$ cat src/rtl/bcdmul_pkg.sv
package bcdmul_pkg;

  // Range flags passed from the control side to the datapath
  typedef struct packed {
    logic aOver;   // first operand above the largest digit
    logic bOver;   // second operand above the largest digit
  } mulStrobe_t;

endpackage

$ cat src/rtl/bcdmul_ctrl.sv
module bcdmul_ctrl
  import bcdmul_pkg::*;
#(
  parameter int DIGIT_W = 4,
  parameter int RADIX   = 10
) (
  input  logic [DIGIT_W-1:0] opA,
  input  logic [DIGIT_W-1:0] opB,
  output mulStrobe_t         strobe,
  output logic               invalid
);

  localparam logic [DIGIT_W-1:0] MAX_DIGIT = DIGIT_W'(RADIX - 1);

  always_comb begin
    strobe.aOver = (opA > MAX_DIGIT);
    strobe.bOver = (opB > MAX_DIGIT);
    invalid      = strobe.aOver | strobe.bOver;
  end

endmodule

$ cat src/rtl/bcdmul_datapath.sv
module bcdmul_datapath
  import bcdmul_pkg::*;
#(
  parameter int DIGIT_W   = 4,
  parameter int RADIX     = 10,
  parameter bit TRIM_BITS = 1'b1
) (
  input  logic [DIGIT_W-1:0]   opA,
  input  logic [DIGIT_W-1:0]   opB,
  input  mulStrobe_t           strobe,
  output logic [2*DIGIT_W-1:0] product
);

  localparam int OUT_W  = 2 * DIGIT_W;
  localparam int PAIRS  = RADIX * RADIX;
  localparam bit SHORTS = TRIM_BITS && (RADIX == 10) && (DIGIT_W == 4);

  // Set of digit pairs whose two-digit product has bit bitIdx high
  function automatic logic [PAIRS-1:0] makeMask(int bitIdx);
    logic [PAIRS-1:0] m;
    int prodVal;
    int digitVal;
    m = '0;
    for (int i = 0; i < RADIX; i++) begin
      for (int j = 0; j < RADIX; j++) begin
        prodVal = i * j;
        if (bitIdx < DIGIT_W) digitVal = prodVal % RADIX;
        else                  digitVal = prodVal / RADIX;
        m[i*RADIX + j] = digitVal[bitIdx % DIGIT_W];
      end
    end
    return m;
  endfunction

  logic [RADIX-1:0] aHot;
  logic [RADIX-1:0] bHot;
  logic [OUT_W-1:0] rawBits;

  // Digit-select decoders
  for (genvar d = 0; d < RADIX; d++) begin : g_dec
    assign aHot[d] = (opA == DIGIT_W'(d));
    assign bHot[d] = (opB == DIGIT_W'(d));
  end

  // One OR plane per product bit, or a short form where it applies
  for (genvar k = 0; k < OUT_W; k++) begin : g_bit
    if (SHORTS && k == 0) begin : g_short_lo
      assign rawBits[k] = opA[0] & opB[0];
    end else if (SHORTS && k == OUT_W - 1) begin : g_short_hi
      assign rawBits[k] = opA[3] & opA[0] & opB[3] & opB[0];
    end else begin : g_plane
      localparam logic [PAIRS-1:0] BIT_MASK = makeMask(k);
      logic [PAIRS-1:0] term;
      for (genvar i = 0; i < RADIX; i++) begin : g_row
        for (genvar j = 0; j < RADIX; j++) begin : g_col
          if (BIT_MASK[i*RADIX + j]) begin : g_on
            assign term[i*RADIX + j] = aHot[i] & bHot[j];
          end else begin : g_off
            assign term[i*RADIX + j] = 1'b0;
          end
        end
      end
      assign rawBits[k] = |term;
    end
  end

  assign product = (strobe.aOver | strobe.bOver) ? '0 : rawBits;

  // Decoders never select two digits at once (supports R1)
  always_comb begin
    p_dec_onehot_r1: assert ($onehot0(aHot) && $onehot0(bHot))
      else $error("digit decoder selected more than one line");
  end

endmodule

$ cat src/rtl/bcdmul_digit.sv
module bcdmul_digit
  import bcdmul_pkg::*;
#(
  parameter int DIGIT_W   = 4,
  parameter int RADIX     = 10,
  parameter bit TRIM_BITS = 1'b1
) (
  input  logic [DIGIT_W-1:0]   opA,
  input  logic [DIGIT_W-1:0]   opB,
  output logic [2*DIGIT_W-1:0] product,
  output logic                 invalid
);

  mulStrobe_t strobe;

  bcdmul_ctrl #(
    .DIGIT_W(DIGIT_W),
    .RADIX  (RADIX)
  ) u_ctrl (
    .opA    (opA),
    .opB    (opB),
    .strobe (strobe),
    .invalid(invalid)
  );

  bcdmul_datapath #(
    .DIGIT_W  (DIGIT_W),
    .RADIX    (RADIX),
    .TRIM_BITS(TRIM_BITS)
  ) u_dp (
    .opA    (opA),
    .opB    (opB),
    .strobe (strobe),
    .product(product)
  );

  localparam logic [DIGIT_W-1:0] TOP_DIGIT = DIGIT_W'(RADIX - 1);

  always_comb begin
    if (!invalid) begin
      p_digit_range_r4: assert (product[DIGIT_W-1:0] <= TOP_DIGIT &&
                                product[2*DIGIT_W-1:DIGIT_W] <= TOP_DIGIT)
        else $error("product digit out of range");
      p_zero_factor_r7: assert (!(opA == '0 || opB == '0) || product == '0)
        else $error("zero operand gave nonzero product");
      p_unit_factor_r8: assert (opA != DIGIT_W'(1) || product == {{DIGIT_W{1'b0}}, opB})
        else $error("unit operand did not pass the other digit");
      p_low_bit_r9: assert (product[0] == (opA[0] & opB[0]))
        else $error("units low bit mismatch");
      p_top_bit_r10: assert (!product[2*DIGIT_W-1] ||
                             (opA == TOP_DIGIT && opB == TOP_DIGIT))
        else $error("tens top bit set for a pair other than the largest");
    end else begin
      p_zero_when_bad_r6: assert (product == '0)
        else $error("product not cleared for out-of-range operand");
    end
  end

endmodule

$ cat config.mk
export PLATFORM = sky130hd
export DESIGN_NAME = bcdmul_digit
export DESIGN_NICKNAME = d
export VERILOG_FILES = /design/src/rtl/bcdmul_pkg.sv /design/src/rtl/bcdmul_ctrl.sv /design/src/rtl/bcdmul_datapath.sv /design/src/rtl/bcdmul_digit.sv
export SDC_FILE = /design/constraint.sdc
export NUM_CORES = 1
export LEC_CHECK = 0
export ABC_CLOCK_PERIOD_IN_PS = 1600
export BUFFER_PORTS_ARGS = -buffer_cell sky130_fd_sc_hd__clkbuf_2
export CAP_MARGIN = 10
export CORE_MARGIN = 3
export CORE_UTILIZATION = 39
export DETAILED_ROUTE_END_ITERATION = 8
export MAX_ROUTING_LAYER = met4
export PLACE_DENSITY_LB_ADDON = 0.25
export SLEW_MARGIN = 10
export SYNTH_ARGS = -nofsm -noshare
export SYNTH_HDL_FRONTEND = slang
export SYNTH_SLANG_ARGS = --single-unit
export TNS_END_PERCENT = 100
$ cat constraint.sdc
create_clock -name vclk -period 1.6
set_input_delay 0 -clock vclk [all_inputs]
set_output_delay 0 -clock vclk [all_outputs]
set_load 0.01 [all_outputs]
[Word level (Yosys, flattened, before mapping)]
Index checks and enable logic that the tools add are counted.
Word-level totals
  flip-flop bits (word level): 0
  bits of input ports: 8
  output and inout port bits: 9
  logic and storage cells: 111
Operators by class
  order comparisons: 2
  equal/unequal tests: 18
  multiplexer cells: 1
  bitwise logic cells: 84
  reduce and logical (&&, ||, !) cells: 6
Operator list (number)
  $and 1x1->1: 83
  $reduce_or 32->1: 2
  $reduce_or 37->1: 1
  $eq 4x3->1 const B: 8
  $reduce_or 27->1: 1
  $reduce_or 18->1: 1
  $eq 4x2->1 const B: 4
  $eq 4x4->1 const B: 4
  $reduce_or 16->1: 1
  $eq 4x1->1 const B: 2
  $gt 4x4->1 const B: 2
  $mux 8: 1
  $or 1x1->1: 1

[Longest topological paths before layout]
  depth in word-level cells: 4
  depth in mapped cells: 7
  gate-level depth less buffers: 5

[Modules after synthesis]
From an unflattened synthesis, not the netlist that was laid out.
Second synthesis, totals
  cell total of the unflattened synthesis: 173
  area total of the unflattened synthesis: 1223.7 um^2
By module, submodules not included
  bcdmul_datapath: times used 1, cells each 170, area an instance 1202.4 um^2, sequential area each 0.0 um^2
  bcdmul_ctrl: times used 1, cells each 3, area an instance 21.3 um^2, sequential area each 0.0 um^2

[Least setup slack after synthesis]
No wires, ideal clock.
  path kind: input -> output
  from: in opA[0]
  to: out product[5]
  arrival time: 1.168 ns
  required time: 1.600 ns
  setup slack: 0.432 ns
  stages on the path: 6
  path buffers: 1
  cells stage by stage: buf_6 > or4b_4 > nor2_2 > a21oi_1 > o32a_1 > o211ai_2
On the way
  word-level cells in the longest chain between the ends: 4
  elaborated cells on any way between the ends: 38
  classes of those cells: order compare: 1; eq/ne: 7; mux: 1; bitwise: 28; reduce/logical: 1
Ends and longest elaborated chain
  start: declaration: line bcdmul_digit.sv:8  | input logic [DIGIT_W-1:0] opA,
  $eq 4x2->1, or another cell as far along: line bcdmul_datapath.sv:41  | assign aHot[d] = (opA == DIGIT_W'(d));
  $and 1x1->1: line bcdmul_datapath.sv:57  | assign term[i*RADIX + j] = aHot[i] & bHot[j];
  $reduce_or 27->1: line bcdmul_datapath.sv:63  | assign rawBits[k] = |term;
  $mux 8 (*): line bcdmul_datapath.sv:67  | assign product = (strobe.aOver | strobe.bOver) ? '0 : rawBits;
  end: declaration: line bcdmul_digit.sv:10  | output logic [2*DIGIT_W-1:0] product,
Every way passes the cells marked *; elsewhere a longest branch is shown, timed or not.

[Worst setup path in the final report]
  from: in opA[2]
  to: out product[2]
On the way
  word-level cells in the longest chain between the ends: 4
  elaborated cells on any way between the ends: 50
  classes of those cells: order compare: 1; eq/ne: 9; mux: 1; bitwise: 38; reduce/logical: 1
Ends and longest elaborated chain (line)
  $eq 4x1->1, or another cell as far along: bcdmul_datapath.sv:41
  $and 1x1->1: bcdmul_datapath.sv:57
  $reduce_or 37->1: bcdmul_datapath.sv:63
  $mux 8 (*): bcdmul_datapath.sv:67
Marked as above.

==> flow_metrics.tcl <==
set metrics [dict create \
    yosysUniqueCellTypes 50 \
    rows 19 \
    fmax_mhz 664 \
    ant_nets 0 \
    finalHoldViolCount 0 \
    synthTopCellsByArea "nor2b_1, nand2_1, a21oi_1, nor2_1, buf_2" \
    fin_crit_sh_pct 94.2 \
    grt_pass1_wl_mm 6.15 \
    cp-startpoint "opA[2]" \
    core_area_um2 2780 \
    hp-class "input port to primary output" \
    p_per_area_nw_per_um2 215 \
    outcome "completed" \
    grt_antenna_before_repair 0 \
    drive_gt1_share_pct 29.0 \
    antenna_cells 0 \
    vias 1491 \
    pre_cts_ws_ns 0.0208 \
    synth.most_common_cell "nand2_1" \
    crit_slowest_cell "a311oi_2" \
    die_w_um 60.3 \
    routabilityCongestion 1.07 \
    dr.pass1.iters 5 \
    max_stage_delay_ns 0.34 \
    port_buffers 17 \
    drc 0 \
    synth_commonest_cells "nand2_1, nor2_1, a21oi_1, buf_2, nor2b_1" \
    yosysWarnings 0 \
    die_area_um2 3630 \
    multiInputGateArea_um2 1050 \
    crit_chain "clkbuf_2, buf_4, nor2b_2, a32oi_1, nor2_1, a311oi_2, nand4b_1, clkbuf_2" \
    rsz0062_at_grt "no" \
    min_path_cells 4 \
    fin_setup_tns_ns 0 \
    vdd_drop_max_uv 151 \
    avgViaCountPerCell 6.66 \
    fillers 280 \
    synth_nets 185 \
    yosys.area.top_type "nor2b_1" \
    syn_to_final_growth_pct 18.7 \
    path_class "input port to primary output" \
    cp.depth 8 \
    nets 203 \
    crit_fanout 11 \
    yosysSeqAreaShare_pct 0 \
    gr-total-overflow 0 \
    register_area_um2 0 \
    wirelength_mm 3.86 \
    cp.required_ns 1.60 \
    tightest_slew_ns 0.503 \
    place_hpwl_mm 2.89 \
    endpoint_kind "primary output" \
    maxCapViolCount 0 \
    wl_per_cell_um 17.2 \
    slew_violations 0 \
    seq_cell_count 0 \
    slew_headroom_pct 66.4 \
    min_from "opA[3]" \
    crit_buf_inv 3 \
    critPathTopFamily "compound AO/OA/AOI/OAI gates" \
    setup_slack_ns 0.0931 \
    die_y_um 60.3 \
    p_leak_uw 0.000514 \
    syn_avg_cell_area_um2 6.49 \
    synth_top_area_share_pct 5.99 \
    arrival_ns 1.51 \
    first_iter_violations 146 \
    final_util_pct 49.0 \
    track_usage_pct 22.0 \
    cp_common_cell "clkbuf_2" \
    fin_crit_ns 1.51 \
    grt_pass1_vias 1270 \
    synth_area_um2 1150 \
    postSynthCellCount 177 \
    cp-start-kind "input port" \
    finalSetupViolations 0 \
    postCtsHoldBufs 0 \
    start_util_pct 41.3 \
    whs_ns 0.476 \
    io_pins 17 \
    n_clock_buffer 0 \
    grt_max_degree 24 \
]
-- cells by family (layout without fill, tap and decap cells) --
family	count (synthesis)	in the layout	synth area share, %
AO/OA/AOI/OAI	52	52	32.6
XOR/XNOR	3	3	2.29
buffers and inverters	23	39	10.3
AND/OR/NAND/NOR	99	99	54.8
-- worst paths after layout --
check / slack (ns) / to
worst min-delay path: 0.48 / invalid
worst max-delay path: 0.09 / product[2]
-- repair_timing --
action                     in CTS  in global routing
hold endpoints to repair        0                  0
gates resized for setup         0                 10
setup buffers                   0                  0
setup endpoints to repair       0                  6
-- cell usage in the layout, fill, tap and decap left out, types with 3 or more instances in the layout --
master / Yosys / layout
buf_4: 3 / 18
nand2_1: 17 / 17
nor2_1: 15 / 15
clkbuf_2: 0 / 13
a21oi_1: 12 / 12
nor2b_1: 11 / 10
nand3_1: 10 / 10
o21ai_0: 8 / 8
nand4_1: 7 / 7
a31oi_1: 6 / 6
nor3_1: 5 / 5
a32oi_1: 5 / 5
and3_1: 4 / 4
o211ai_1: 4 / 4
nand2b_1: 4 / 4
and3b_1: 3 / 3
nand4b_1: 3 / 3
a22oi_1: 3 / 3
clkbuf_4: 0 / 3
-- per-layer routing --
layer / up-vias / routed length (um) / track usage, %
met5: - / 0 / -
met4: 0 / 78 / 4.75
met3: 12 / 355 / 1.30
met2: 99 / 1820 / 33.3
met1: 669 / 1610 / 31.7
li1: 711 / - / -
-- power by group --
| group | total (uW) | switching (uW) | internal, uW |
|---|---|---|---|
| clock network | 0 | 0 | 0 |
| registers | 0 | 0 | 0 |
| logic | 293 | 173 | 120 |
| total | 293 | 173 | 120 |
-- area by class of cell --
class | instances | area share (%)
inverter | 2 | 0.550
multi-input combinational | 154 | 77.0
tap | 31 | 2.84
timing repair buffer | 37 | 19.6
-- through the flow --
stage,cell area (um2),cells,total power (uW)
floorplan,1150,177,183
global placement,1340,224,279
detailed placement,1340,224,280
CTS,1340,224,281
global route,1360,224,316
finish,1360,224,293
Power figures use the tool's default switching activity.
